`src/rtl/br_pkg.sv`:
```
package br_pkg;
  localparam int unsigned BR_FLAG_W = 4;

  typedef struct packed {
    logic neg;
    logic ovf;
    logic zero;
    logic carry;
  } br_flags_t;

  typedef enum logic [1:0] {
    FSEL_NEG   = 2'b00,
    FSEL_OVF   = 2'b01,
    FSEL_CARRY = 2'b10,
    FSEL_ZERO  = 2'b11
  } flag_sel_e;
endpackage

```
`src/rtl/br_cond_decode.sv`:
```
module br_cond_decode
  import br_pkg::*;
#(
  parameter int unsigned OP_W = 8
) (
  input  logic [OP_W-1:0] opcode,
  input  br_flags_t       flags,
  output logic            is_branch,
  output logic            cond_met
);
  localparam int unsigned SEL_LO = OP_W - 2;
  localparam int unsigned WANT_B = OP_W - 3;

  flag_sel_e sel;
  logic      tested;

  // Branch class: low bits fixed at 1_0000
  assign is_branch = (opcode[4:0] == 5'b10000);
  assign sel       = flag_sel_e'(opcode[OP_W-1:SEL_LO]);

  always_comb begin
    unique case (sel)
      FSEL_NEG:   tested = flags.neg;
      FSEL_OVF:   tested = flags.ovf;
      FSEL_CARRY: tested = flags.carry;
      default:    tested = flags.zero;
    endcase
  end

  assign cond_met = is_branch && (tested == opcode[WANT_B]);
endmodule

```
`src/rtl/br_target_calc.sv`:
```
module br_target_calc #(
  parameter int unsigned PC_W   = 16,
  parameter int unsigned DISP_W = 8,
  parameter int unsigned PAGE_W = 8
) (
  input  logic [PC_W-1:0]   next_pc,
  input  logic [DISP_W-1:0] disp,
  output logic [PC_W-1:0]   target,
  output logic              page_cross
);
  localparam int unsigned EXT_W = PC_W - DISP_W;

  logic [PC_W-1:0] disp_ext;

  generate
    if (EXT_W > 0) begin : g_ext
      assign disp_ext = {{EXT_W{disp[DISP_W-1]}}, disp};
    end else begin : g_noext
      assign disp_ext = disp[PC_W-1:0];
    end
  endgenerate

  assign target     = next_pc + disp_ext;
  assign page_cross = (target[PC_W-1:PAGE_W] != next_pc[PC_W-1:PAGE_W]);
endmodule

```
`src/rtl/br_cycle_count.sv`:
```
module br_cycle_count #(
  parameter int unsigned CYC_W = 3,
  parameter int unsigned BASE  = 2
) (
  input  logic             invalid,
  input  logic             taken,
  input  logic             page_cross,
  output logic [CYC_W-1:0] cycles
);
  logic [CYC_W-1:0] extra;

  always_comb begin
    extra = '0;
    if (taken) begin
      extra = CYC_W'(1);
      if (page_cross) extra = CYC_W'(2);
    end
  end

  assign cycles = invalid ? '0 : (CYC_W'(BASE) + extra);
endmodule

```
`src/rtl/br_out_stage.sv`:
```
module br_out_stage #(
  parameter int unsigned W = 8
) (
  input  logic         clk,
  input  logic         rst_n,
  input  logic         in_valid,
  output logic         in_ready,
  input  logic [W-1:0] in_data,
  output logic         out_valid,
  input  logic         out_ready,
  output logic [W-1:0] out_data
);
  assign in_ready = !out_valid || out_ready;

  always_ff @(posedge clk or negedge rst_n) begin
    if (!rst_n) begin
      out_valid <= 1'b0;
      out_data  <= '0;
    end else if (in_ready) begin
      out_valid <= in_valid;
      if (in_valid) out_data <= in_data;
    end
  end

  p_hold_r6: assert property (@(posedge clk) disable iff (!rst_n)
    (out_valid && !out_ready) |=> (out_valid && $stable(out_data)));

  p_load_r5: assert property (@(posedge clk) disable iff (!rst_n)
    (in_valid && in_ready) |=> out_valid);
endmodule

```
`src/rtl/cond_branch_unit.sv`:
```
module cond_branch_unit
  import br_pkg::*;
#(
  parameter int unsigned OP_W   = 8,
  parameter int unsigned PC_W   = 16,
  parameter int unsigned DISP_W = 8,
  parameter int unsigned PAGE_W = 8,
  parameter int unsigned CYC_W  = 3,
  parameter int unsigned BASE   = 2
) (
  input  logic                 clk,
  input  logic                 rst_n,
  input  logic                 in_valid,
  output logic                 in_ready,
  input  logic [OP_W-1:0]      in_opcode,
  input  logic [BR_FLAG_W-1:0] in_flags,
  input  logic [DISP_W-1:0]    in_disp,
  input  logic [PC_W-1:0]      in_next_pc,
  output logic                 out_valid,
  input  logic                 out_ready,
  output logic                 out_taken,
  output logic                 out_invalid,
  output logic [PC_W-1:0]      out_pc,
  output logic [CYC_W-1:0]     out_cycles,
  output logic [BR_FLAG_W-1:0] out_flags
);
  localparam int unsigned PAY_W = 2 + PC_W + CYC_W + BR_FLAG_W;

  logic             is_branch, cond_met, page_cross;
  logic [PC_W-1:0]  target, new_pc;
  logic [CYC_W-1:0] cycles;
  logic [PAY_W-1:0] pay_in, pay_out;

  br_cond_decode #(.OP_W(OP_W)) u_decode (
    .opcode    (in_opcode),
    .flags     (br_flags_t'(in_flags)),
    .is_branch (is_branch),
    .cond_met  (cond_met)
  );

  br_target_calc #(.PC_W(PC_W), .DISP_W(DISP_W), .PAGE_W(PAGE_W)) u_target (
    .next_pc    (in_next_pc),
    .disp       (in_disp),
    .target     (target),
    .page_cross (page_cross)
  );

  br_cycle_count #(.CYC_W(CYC_W), .BASE(BASE)) u_cycles (
    .invalid    (!is_branch),
    .taken      (cond_met),
    .page_cross (page_cross),
    .cycles     (cycles)
  );

  assign new_pc = cond_met ? target : in_next_pc;
  assign pay_in = {cond_met, !is_branch, new_pc, cycles, in_flags};

  br_out_stage #(.W(PAY_W)) u_out (
    .clk       (clk),
    .rst_n     (rst_n),
    .in_valid  (in_valid),
    .in_ready  (in_ready),
    .in_data   (pay_in),
    .out_valid (out_valid),
    .out_ready (out_ready),
    .out_data  (pay_out)
  );

  assign {out_taken, out_invalid, out_pc, out_cycles, out_flags} = pay_out;

  p_invalid_r1: assert property (@(posedge clk) disable iff (!rst_n)
    (out_valid && out_invalid) |-> (!out_taken && out_cycles == '0));

  p_cycles_r4: assert property (@(posedge clk) disable iff (!rst_n)
    (out_valid && !out_invalid) |->
      (out_cycles >= CYC_W'(BASE) && out_cycles <= CYC_W'(BASE + 2)));

  p_taken_cost_r4: assert property (@(posedge clk) disable iff (!rst_n)
    (out_valid && !out_invalid) |-> (out_taken == (out_cycles != CYC_W'(BASE))));
endmodule

```
`config.mk`:
```
export PLATFORM = sky130hd
export DESIGN_NAME = cond_branch_unit
export DESIGN_NICKNAME = d
export VERILOG_FILES = /design/src/rtl/br_pkg.sv /design/src/rtl/br_cond_decode.sv /design/src/rtl/br_target_calc.sv /design/src/rtl/br_cycle_count.sv /design/src/rtl/br_out_stage.sv /design/src/rtl/cond_branch_unit.sv
export SDC_FILE = /design/constraint.sdc
export NUM_CORES = 1
export LEC_CHECK = 0
export CORE_MARGIN = 4
export CORE_UTILIZATION = 40
export DETAILED_ROUTE_END_ITERATION = 8
export GPL_TIMING_DRIVEN = 0
export PLACE_DENSITY = 0.72
export SETUP_SLACK_MARGIN = 0.1
export SLEW_MARGIN = 20
export SYNTH_ARGS = -nofsm -noshare
export SYNTH_HDL_FRONTEND = slang
export SYNTH_SLANG_ARGS = --single-unit
export TNS_END_PERCENT = 5
```
`constraint.sdc`:
```
create_clock -name clk -period 1.63 [get_ports clk]
set_input_delay 0.2445 -clock clk [delete_from_list [all_inputs] [get_ports clk]]
set_output_delay 0.2445 -clock clk [all_outputs]
set_load 0.01 [all_outputs]
```
==> results.md, run 1 <==
* Status: finished with violations
* Failing checks: setup timing
* Hold Fails Final Rpt at 0
* Core ar. at 5107 µm²
* Bufs and invs on worst path at 1
* Final Power at about 2100 µW
* Layout cells sized above 1 at 0.1909
* Root buffer cell: clkbuf_8
* First-pass iteration count of the detailed router at 4
* Post-DRT Antenna Nets at 0
* Cell Count, Final, Fillers Out at 379
* Synth area leaders: dfrtp_1, ha_1, nand2_1
* Top layer reached by signal wires: met4
* Async set-reset flop share out of synthesis at 1.000
* HPWL after detailed placement at 4667 µm
* Post-DR wirelength/cell at between 15 and 20 µm
* Die Y at 80.77 µm
* Clock share of power at 0.195
* Post-synthesis sequential area ratio at 0.3071
* Initial antenna violation count at 0
* Total wire length at 6129 µm
* Crit Path Max Fanout at 4
* Max Root-Sink Buffers at 2
* Yosys warns at 0
* Iteration-0 DRC Markers at 81
* Top cell type's share of synthesized area at 0.3071
* WP data required at about 1800 ps
* Min Hold Slack at approximately 280 ps
* Vias in the first global route at 2091
* Max-slew violations at 0
* Crit path DAT at 2690 ps
* Tot GR Track Use at 0.1944
* Clock slew at reported path FFs at 90 ps
* Setup TNS at -8928 ps
* Io pins at 67
* Maximum vdd drop at between 0.0003 and 0.0004 V
* Final setup skew at 1.500 ps
* Worst slew pin tran at 555.7 ps
* N_diodes at 0
* Post-synth EDFFs at 0
* FMAX at between 300 and 400 MHz
* Initial Utilization at 0.4147
* Slowest cell on crit path: a221o_2
* Syn_nets at 287
* CP peak stage delay at 430 ps
* Internal power at roughly 1500 µW
* H-tree Lvls at 1
* Final instance area at 3186 µm²
* Die area at 6524 µm²
* Family with the most delay on the worst path: compound AO/OA/AOI/OAI gates
* Synth cell types at 53
* CTS Buf Count at 3
* Cell Area, Synth at ~2100 µm²
* Wire length on met1 at 2831 µm
* Switching part of the total at 0.3197
* Seq pwr share at 0.354
* Nets at between 300 and 400
* Most frequent cells after synthesis: dfrtp_1, nand2_1, a21oi_1
* P&R area growth vs syn at 50.38%
* Final GP Congestion at 0.8411
* Largest area contributor in the netlist: dfrtp_1
* DP Area at approximately 2900 µm²
* I/O Buffers at 66
* Final period util at 1.548
* CTS tree: built
* Slew headroom at 0.6295
* CP endpoint kind: flop
* PnR worst setup slack at -892.4 ps
* Remaining DRCs at 0
* Finish-stage setup viols at 20
* CTS Sinks at 26
* NetSw at about 680 µW
* Startpoint types: input port
* Crit path cell chain: buf_8 > ha_4 > fa_2 > a21o_1 > a221o_2 > a41oi_4 > xnor3_1 > a2111oi_2 > nand4b_1 > o21a_1
* RSZ-0062 raised after global routing: yes
* First-pass GRT wire length at approximately 10000 µm
* Hold Crit Class: in -> reg
* Mean Syn Cell Area at 9.170 µm²
* Row count at 26
* Via density at 5.488
* Met3 routed WL at 298 µm
* Tmin final at 2522 ps
* Syn Inst Count at 231
* Pwr dens at 670.9 nW/µm²
* Fill count at 448
* Metal2 WL at around 2900 µm
* Ys flop type: dfrtp_1
* FF+latch count, synth at 26
* Combinational Power Share at 0.452
* Grt ovf at 0
* Pin count of the biggest net entering global routing at 27
* CP Class: in -> reg
* Max Cap Violations at 0
* Leakage at 0.001393 µW
* Dpl cells at around 370
* Clk_lat worst skew at 270 ps
* Die Width at 80.77 µm
* Via count at around 2100
## metrics by stage
step / util / setup WS, ps
floorplan: - / -954.2
global placement: 0.5671 / -1797
detailed placement: 0.5661 / -1794
CTS: 0.6115 / -960.3
global route: 0.6237 / -974.2
finish: 0.6237 / -892.4
## placed cells by master, fill, tap and decap left out, drive strengths merged, types with 2 or more instances in the layout
master / synthesis / layout
a21o: 8 / 8
a21oi: 16 / 16
a221o: 3 / 3
a31o: 2 / 2
a31oi: 3 / 3
and2: 4 / 4
and3: 4 / 4
buf: 2 / 14
clkbuf: 8 / 12
clkdlybuf4s50: 0 / 45
dfrtp: 26 / 26
dlygate4sd2: 0 / 14
ha: 15 / 15
inv: 4 / 4
mux2: 4 / 4
mux2i: 7 / 7
nand2: 26 / 26
nand2b: 5 / 5
nand3: 4 / 4
nand4: 4 / 4
nor2: 11 / 11
nor2b: 3 / 3
nor3b: 2 / 2
o2111ai: 3 / 3
o211a: 2 / 2
o21ai: 23 / 23
o21bai: 2 / 2
or2: 2 / 2
xnor2: 11 / 11
xnor3: 2 / 2
xor2: 5 / 5
## layout make-up
type,instances,area [µm²],share of cell area
Timing Repair Buffer,74,703.2,0.2207
Inverter,4,15.01,0.004713
Sequential cell,26,650.6,0.2042
Buffer,10,87.58,0.02749
Clock buffer,4,55.05,0.01728
Tap cell,70,87.58,0.02749
Multi-Input combinational cell,191,1587,0.4980
## layer usage
| metal | track usage | vias up |
|---|---|---|
| met3 | 0.02106 | 10 |
| li1 | - | 1013 |
| met2 | 0.3311 | 66 |
| met5 | 0 | - |
| met1 | 0.2573 | 991 |
| met4 | 0.06588 | 0 |
## power by group through the flow
stage	registers (µW)	clock network, µW	logic, µW
final	756	416	965
after global routing	767	451	1050
after CTS	757	411	930
after detailed placement	770	0	865
after global placement	766	0	851
after floorplan	801	0	457
## logic make-up after synthesis
kind of cell,Yosys count,synth area share
flops,26,0.3071
fa+ha+maj,16,0.09805
simple gates,70,0.1636
compound gates,74,0.2386
buf+inv,14,0.02894
mux,12,0.06497
xor+xnor,19,0.09864
## state kept, by name, indices dropped and copies added, names as in the netlist
register and flops:
u_out.out_valid 1, u_out.out_data 25
## worst min-delay path, stage by stage
cell and delay (ps):
buf_8 80, mux2i_1 60, o21ai_0 130
## final timing paths
kind                                                 from                              to  slack, ps  cells past startpoint
hold / removal                              in_next_pc[0]   u_out.out_data[7]$_DFFE_PN0P_        280                      3
hold reg to reg            u_out.out_data[24]$_DFFE_PN0P_  u_out.out_data[24]$_DFFE_PN0P_        490                      2
max in group asynchronous                           rst_n  u_out.out_data[18]$_DFFE_PN0P_        770                      2
setup reg to reg              u_out.out_valid$_DFFE_PN0N_   u_out.out_data[6]$_DFFE_PN0P_        -40                      6
setup / recovery                            in_next_pc[0]   u_out.out_data[6]$_DFFE_PN0P_       -890                     10
min in group asynchronous                           rst_n  u_out.out_data[24]$_DFFE_PN0P_        490                      2
## repair_timing
action / 4_1_cts / 5_1_grt
pin swaps: 15 / 6
resized for setup: 67 / 15
endpoints found under the hold margin: 26 / 0
endpoints found under the setup margin: 23 / 23
hold buffers: 1 / 0
setup buffers: 4 / 3
Note: power is estimated with default switching activity, not from simulation.
==> run 2: changes to the inputs <==
--- a/config.mk
+++ b/config.mk
@@ -9,8 +9,8 @@
 export CORE_UTILIZATION = 40
 export DETAILED_ROUTE_END_ITERATION = 8
 export GPL_TIMING_DRIVEN = 0
-export PLACE_DENSITY = 0.72
-export SETUP_SLACK_MARGIN = 0.1
+export PLACE_DENSITY = 0.74
+export SETUP_SLACK_MARGIN = 0.5
 export SLEW_MARGIN = 20
 export SYNTH_ARGS = -nofsm -noshare
 export SYNTH_HDL_FRONTEND = slang
==> constraint.sdc (replaced) <==
create_clock -name clk -period 2.1 [get_ports clk]
set_input_delay 0.315 -clock clk [delete_from_list [all_inputs] [get_ports clk]]
set_output_delay 0.315 -clock clk [all_outputs]
set_load 0.01 [all_outputs]
==> run 2 against run 1 <==
Compared with the run above: the flow still finishes with violations (setup timing); combinational power down 21%; core utilization increased by 1.2 points; highest routed layer unchanged; hold slack lost 260 ps; die area did not move; routed wire length up 1.6%; first-iteration DRC count decreased by 2.5%; worst setup slack improved by 240 ps; design area increased by 2.0%; total power is 22% lower; clock skew grew 1.9 ps; via count grew 1.4%; sequential cell count stayed put.
==> results.md, run 2 (synthesis results as in run 1) <==
* Status: finished with violations
* Failing checks: setup timing
* First-pass iteration count of the detailed router at 4
* CTS Sinks at 26
* Grt ovf at 0
* Most frequent cells in the layout: clkdlybuf4s50_1, dfrtp_1, nand2_1
* Final Power at between 1500 and 2000 µW
* Final GP Congestion at 0.8465
* Pin count of the biggest net entering global routing at 27
* Crit path DAT at just under 3000 ps
* I/O Buffers at 66
* Remaining DRCs at 0
* Area taken by multi-input logic gates at 1634 µm²
* Root buffer cell: clkbuf_8
* Leakage at approximately 0.0014 µW
* Setup TNS at -2747 ps
* Iteration-0 DRC Markers at between 70 and 80
* R2R depth at 6
* Row count at 26
* Crit Path Max Fanout at 4
* CP peak stage delay at 420 ps
* CP Class: in -> reg
* Commonest non-fill, non-tap cell in the layout: clkdlybuf4s50_1
* Layout cells sized above 1 at 0.2161
* Startpoint types: input port
* Worst Setup SP: in_next_pc[0]
* P&R area growth vs syn at 53.34%
* PnR worst setup slack at -649.2 ps
* Final core occ at 0.6360
* Internal power at roughly 1100 µW
* Worst slew pin tran at 560.5 ps
* Clock share of power at 0.192
* Maximum vdd drop at about 0.00028 V
* WP data required at 2280 ps
* End point of the critical path: u_out.out_data[4]$_DFFE_PN0P_
* Slew headroom at 0.6264
* Die area at between 6000 and 7000 µm²
* NetSw at 537.1 µW
* RSZ-0062 raised after global routing: yes
* Final setup skew at 3.417 ps
* Final period util at 1.309
* Io pins at between 60 and 70
* CTS Buf Count at 3
* Fill count at between 400 and 500
* Reg-to-reg slack, setup at ~120 ps
* HPWL after detailed placement at 4583 µm
* Post-DR wirelength/cell at roughly 16 µm
* Clk_lat worst skew at 270 ps
* Max-slew violations at 0
* Initial antenna violation count at 0
* Switching part of the total at 0.3218
* Combinational Power Share at 0.456
* Nets at ~370
* Biggest registers after layout: u_out.out_data (25), u_out.out_valid (1)
* Min Hold Slack at 21.13 ps
* Via density at 5.553
* Sequential standard cell area at 650.6 µm²
* Hold Crit Class: in -> async
* FMAX at 363.7 MHz
* Total wire length at between 6000 and 7000 µm
* Max Cap Violations at 0
* Vias in the first global route at 2064
* Initial Utilization at 0.4147
* Final instance area at 3248 µm²
* Worst r2r dst: u_out.out_data[4]$_DFFE_PN0P_
* Bufs and invs on worst path at 1
* Core ar. at 5107 µm²
* Tmin final at 2749 ps
* Max Root-Sink Buffers at 2
* Hold Fails Final Rpt at 0
* Finish-stage setup viols at 8
* Tot GR Track Use at 0.1924
* Top reg by flops: u_out.out_data
* N_diodes at 0
* Max reg flops at 25
* Via count at 2110
* Slowest cell on crit path: a221o_2
* CTS tree: built
* Family with the most delay on the worst path: compound AO/OA/AOI/OAI gates
* First-pass GRT wire length at 9949 µm
* Seq pwr share at 0.352
* Post-DRT Antenna Nets at 0
* R2R Path Start: u_out.out_valid$_DFFE_PN0N_
* CP endpoint kind: flop
* H-tree Lvls at 1
* Clock slew at reported path FFs at 90 ps
* Pwr dens at 513.9 nW/µm²
* Die Y at just over 80 µm
* Die Width at roughly 80 µm
* Cell depth of the worst setup path at 10
* # hold bufs at CTS at 0
* DP Area at approximately 2900 µm²
* Crit path cell chain: buf_8 > ha_4 > fa_2 > a21o_1 > a221o_2 > a41oi_4 > xnor3_1 > a2111oi_2 > nand4b_1 > o31ai_2
[run 2: cell types whose count changed in the layout (fill, tap and decap cells not counted), moves of 3 or more]
cell             before  now
clkdlybuf4s50_1      45   39
clkbuf_2              1    4
clkbuf_8              7    4
clkdlybuf4s15_1       0    3
dlygate4sd2_1        14   17
[run 2: through the flow]
step / worst slack, ps / cells
6_report: -649.2 / 380
5_1_grt: -737.7 / 380
4_1_cts: -585.2 / 376
3_5_place_dp: -1395 / 367
3_3_place_gp: -1408 / 367
2_1_floorplan: -554.7 / 231
[run 2: worst min path at each step]
stage                                    from                             end  depth (start not counted)
2_1_floorplan                           rst_n   u_out.out_data[0]$_DFFE_PN0P_                          0
3_3_place_gp   u_out.out_data[10]$_DFFE_PN0P_  u_out.out_data[10]$_DFFE_PN0P_                          2
3_5_place_dp                            rst_n   u_out.out_data[7]$_DFFE_PN0P_                          1
4_1_cts                                 rst_n   u_out.out_data[7]$_DFFE_PN0P_                          1
5_1_grt                                 rst_n   u_out.out_data[8]$_DFFE_PN0P_                          1
6_report                                rst_n   u_out.out_data[7]$_DFFE_PN0P_                          1
[run 2: layout make-up]
| class | instances | share of cell area |
|---|---|---|
| multi-input combinational | 191 | 0.5031 |
| timing repair buffer | 75 | 0.2161 |
| sequential | 26 | 0.2003 |
| buffer | 10 | 0.03197 |
| tap | 70 | 0.02696 |
| clock buffer | 4 | 0.01695 |
| inverter | 4 | 0.004622 |
[run 2: power groups by stage]
stage                     clock network, µW  logic (µW)  registers [µW]
final                                   320         761             588
after CTS                               323         728             587
after global placement                    0         660             594
after floorplan                           0         354             622
after global routing                    339         823             594
after detailed placement                  0         669             597
[run 2: timing repair]
item,in CTS,in global routing
setup endpoints to repair,23,22
setup buffers,5,4
gates resized for setup,77,26
pin swaps,20,14
endpoints found under the hold margin,0,0
[run 2: layer usage]
layer | part of all wire | global-route usage | vias to the layer above
met2 | 0.49 | 0.3295 | 75
met3 | 0.074 | 0.02328 | 11
met1 | 0.42 | 0.2500 | 1003
met5 | 0 | 0 | -
li1 | - | - | 1021
met4 | 0.019 | 0.06926 | 0
==> run 3: changes to the inputs <==
--- a/config.mk
+++ b/config.mk
@@ -5,11 +5,14 @@
 export SDC_FILE = /design/constraint.sdc
 export NUM_CORES = 1
 export LEC_CHECK = 0
+export ABC_AREA = 1
+export CORE_ASPECT_RATIO = 0.6
 export CORE_MARGIN = 4
 export CORE_UTILIZATION = 40
 export DETAILED_ROUTE_END_ITERATION = 8
 export GPL_TIMING_DRIVEN = 0
-export PLACE_DENSITY = 0.74
+export MAX_ROUTING_LAYER = met4
+export PLACE_DENSITY = 0.73
 export SETUP_SLACK_MARGIN = 0.5
 export SLEW_MARGIN = 20
 export SYNTH_ARGS = -nofsm -noshare
==> run 3 against run 2 <==
Compared with the run above: the flow now finishes without violations; clock skew shrank 1.2 ps; count of clock-buffer cells in the layout shrank 1; final cell count grew 39%; die area grew 7.5%; non-clock buffer count grew 4.
==> results.md, run 3 <==
* Status: finished, final reports clean
* Final GP Congestion at 0.8928
* WP data required at between 2000 and 2500 ps
* Max reg flops at 25
* Final Power at 1897 µW
* CP endpoint kind: flop
* Maximum vdd drop at 0.0003203 V
* Yosys warns at 0
* Die Width at 105.5 µm
* Slowest cell on crit path: dlygate4sd2_1
* Crit path cell chain: dlygate4sd2_1 > ha_4 > nand2_4 > inv_1 > a21oi_4 > nand2_4 > nand2_2 > nand2_1 > nand2_1 > nand2_1 > nand2_1 > nand2_1 > nor2_2 > nand3_2 > nand2_1 > nand2_1 > nand2_1
* Ys flop type: dfrtp_1
* CP most frequent cell: nand2_1
* Remaining DRCs at 0
* Via density at approximately 5.0
* N_diodes at 0
* Final setup skew at approximately 2.2 ps
* Mean Syn Cell Area at 6.280 µm²
* Min Hold Slack at 25.28 ps
* CTS tree: built
* CP Class: in -> reg
* CTS Sinks at 26
* Iteration-0 DRC Markers at 179
* Post-DR wirelength/cell at roughly 14 µm
* Commonest non-fill, non-tap cell in the layout: nand2_1
* Die Y at 66.48 µm
* Async set-reset flop share out of synthesis at 1.000
* Final period util at 0.9047
* Startpoint types: input port
* Total wire length at between 7000 and 8000 µm
* First-pass iteration count of the detailed router at 4
* Tmin final at between 1500 and 2000 ps
* Post-synthesis sequential area ratio at 0.2854
* CP peak stage delay at 280 ps
* Worst slew pin tran at 569.1 ps
* CTS Buf Count at 3
* Nets at between 500 and 600
* Root buffer cell: clkbuf_8
* Post-DRT Antenna Nets at 0
* Clk_lat worst skew at 270 ps
* Io pins at 67
* Setup TNS at 0 ps
* Via count at 2657
* Vias in the first global route at 2620
* Most frequent cell after synthesis: nand2_1
* Top cell type's share of synthesized area at 0.2854
* Finish-stage setup viols at 0
* Syn_nets at roughly 420
* Setup WS pre-CTS at -802.6 ps
* Max-slew violations at 0
* Syn Inst Count at 363
* Crit path DAT at 2120 ps
* Max Root-Sink Buffers at 2
* FMAX at 526.3 MHz
* P&R area growth vs syn at 61.20%
* Grt ovf at 0
* RSZ-0062 raised after global routing: yes
* Pwr dens at approximately 520 nW/µm²
* Max Cap Violations at 0
* Reg-to-reg slack, setup at 510 ps
* Row count at 20
* First-pass GRT wire length at 12310 µm
* Largest area contributor in the netlist: dfrtp_1
* Biggest registers after layout: u_out.out_data (25), u_out.out_valid (1)
* # hold bufs at CTS at 0
* H-tree Lvls at 1
* Pin count of the biggest net entering global routing at 27
* Tot GR Track Use at 0.2239
* Initial antenna violation count at 0
* Die area at 7010 µm²
* Leakage at 0.001775 µW
* Hold Crit Class: in -> async
* Clock slew at reported path FFs at 90 ps
* Cell Area, Synth at about 2300 µm²
* FF+latch count, synth at 26
* Slew headroom at 0.6206
* PnR worst setup slack at 200.0 ps
* Synth area leaders: dfrtp_1, nand2_1, ha_1
* Most frequent cells in the layout: nand2_1, inv_1, clkdlybuf4s50_1
* Core ar. at 5280 µm²
* Layout cells sized above 1 at 0.2622
* Initial Utilization at 0.4318
* Synth cell types at 27
* Hold Fails Final Rpt at 0
* I/O Buffers at 66
* Crit Path Max Fanout at 4
* Post-synth EDFFs at 0
* Most frequent cells after synthesis: nand2_1, inv_1, nand3_1
* HPWL after detailed placement at 5617 µm
* Fill count at 428
* Top reg by flops: u_out.out_data
## run 3: cell count changes after synthesis, sizes merged, moves of 8 or more
cell,change
inv,+46
a21oi,+13
a21o,-8
nor2,+24
nand2,+101
nand3,+32
## run 3: layout make-up
type                    instances  area, µm²  area share
multi-input cells             280       1868      0.5083
repair buffers                 83      769.5      0.2094
flip-flops and latches         26      650.6      0.1771
inverters                      51      191.4     0.05209
well taps                      77      96.34     0.02622
clock buffers                   3      41.29     0.01124
clock inverters                 1      30.03    0.008172
plain buffers                   6      27.53    0.007491
## run 3: cell families after synthesis
group / share of synthesized area
AOI/OAI and AO/OA: 0.1153
xor gates and xnor gates: 0.02689
adders and majority gates: 0.09111
buffers and inverters: 0.09495
DFF: 0.2854
and+or+nand+nor: 0.3864
## run 3: power breakdown
group          switching, µW  total (µW)  internal, µW
combinational            474         891           417
sequential              33.7         593           559
clock                    159         414           255
total                    666        1900          1230
## run 3: routing by layer
layer	vias to the layer above	track usage	wire length [µm]
li1	1333	-	-
met1	1238	0.3134	3693
met2	80	0.3452	3262
met3	6	0.04743	520
met4	0	0.02455	48
met5	-	-	0
## run 3: path summary, 6_finish.rpt
| kind | startpoint | endpoint | depth (start not counted) |
|---|---|---|---|
| worst max-delay path | in_next_pc[7] | u_out.out_data[5]$_DFFE_PN0P_ | 17 |
| worst min-delay path | rst_n | u_out.out_data[11]$_DFFE_PN0P_ | 1 |
| worst max register to register | u_out.out_valid$_DFFE_PN0N_ | u_out.out_data[8]$_DFFE_PN0P_ | 6 |
| worst min register to register | u_out.out_data[1]$_DFFE_PN0P_ | u_out.out_data[1]$_DFFE_PN0P_ | 2 |
| max in group asynchronous | rst_n | u_out.out_data[21]$_DFFE_PN0P_ | 1 |
| min in group clk | in_next_pc[0] | u_out.out_data[7]$_DFFE_PN0P_ | 3 |
## run 3: worst max-delay path: cells and delay by family
kind,cells,cell delay (ps)
compound gates,1,170
simple gates,13,980
fa+ha+maj,1,280
buf+inv,2,350
## run 3: repair_timing
action                     CTS  global route
setup buffers               13             4
pin swaps                   34            22
setup endpoints to repair   24            24
resized for setup          116            28
## run 3: stage by stage
step | cells | utilization | instance area (µm²)
floorplan | 363 | - | 2310
global placement | 506 | 0.5808 | 3067
detailed placement | 506 | 0.5799 | 3062
CTS | 523 | 0.6737 | 3557
global route | 527 | 0.6960 | 3675
finish | 527 | 0.6960 | 3675
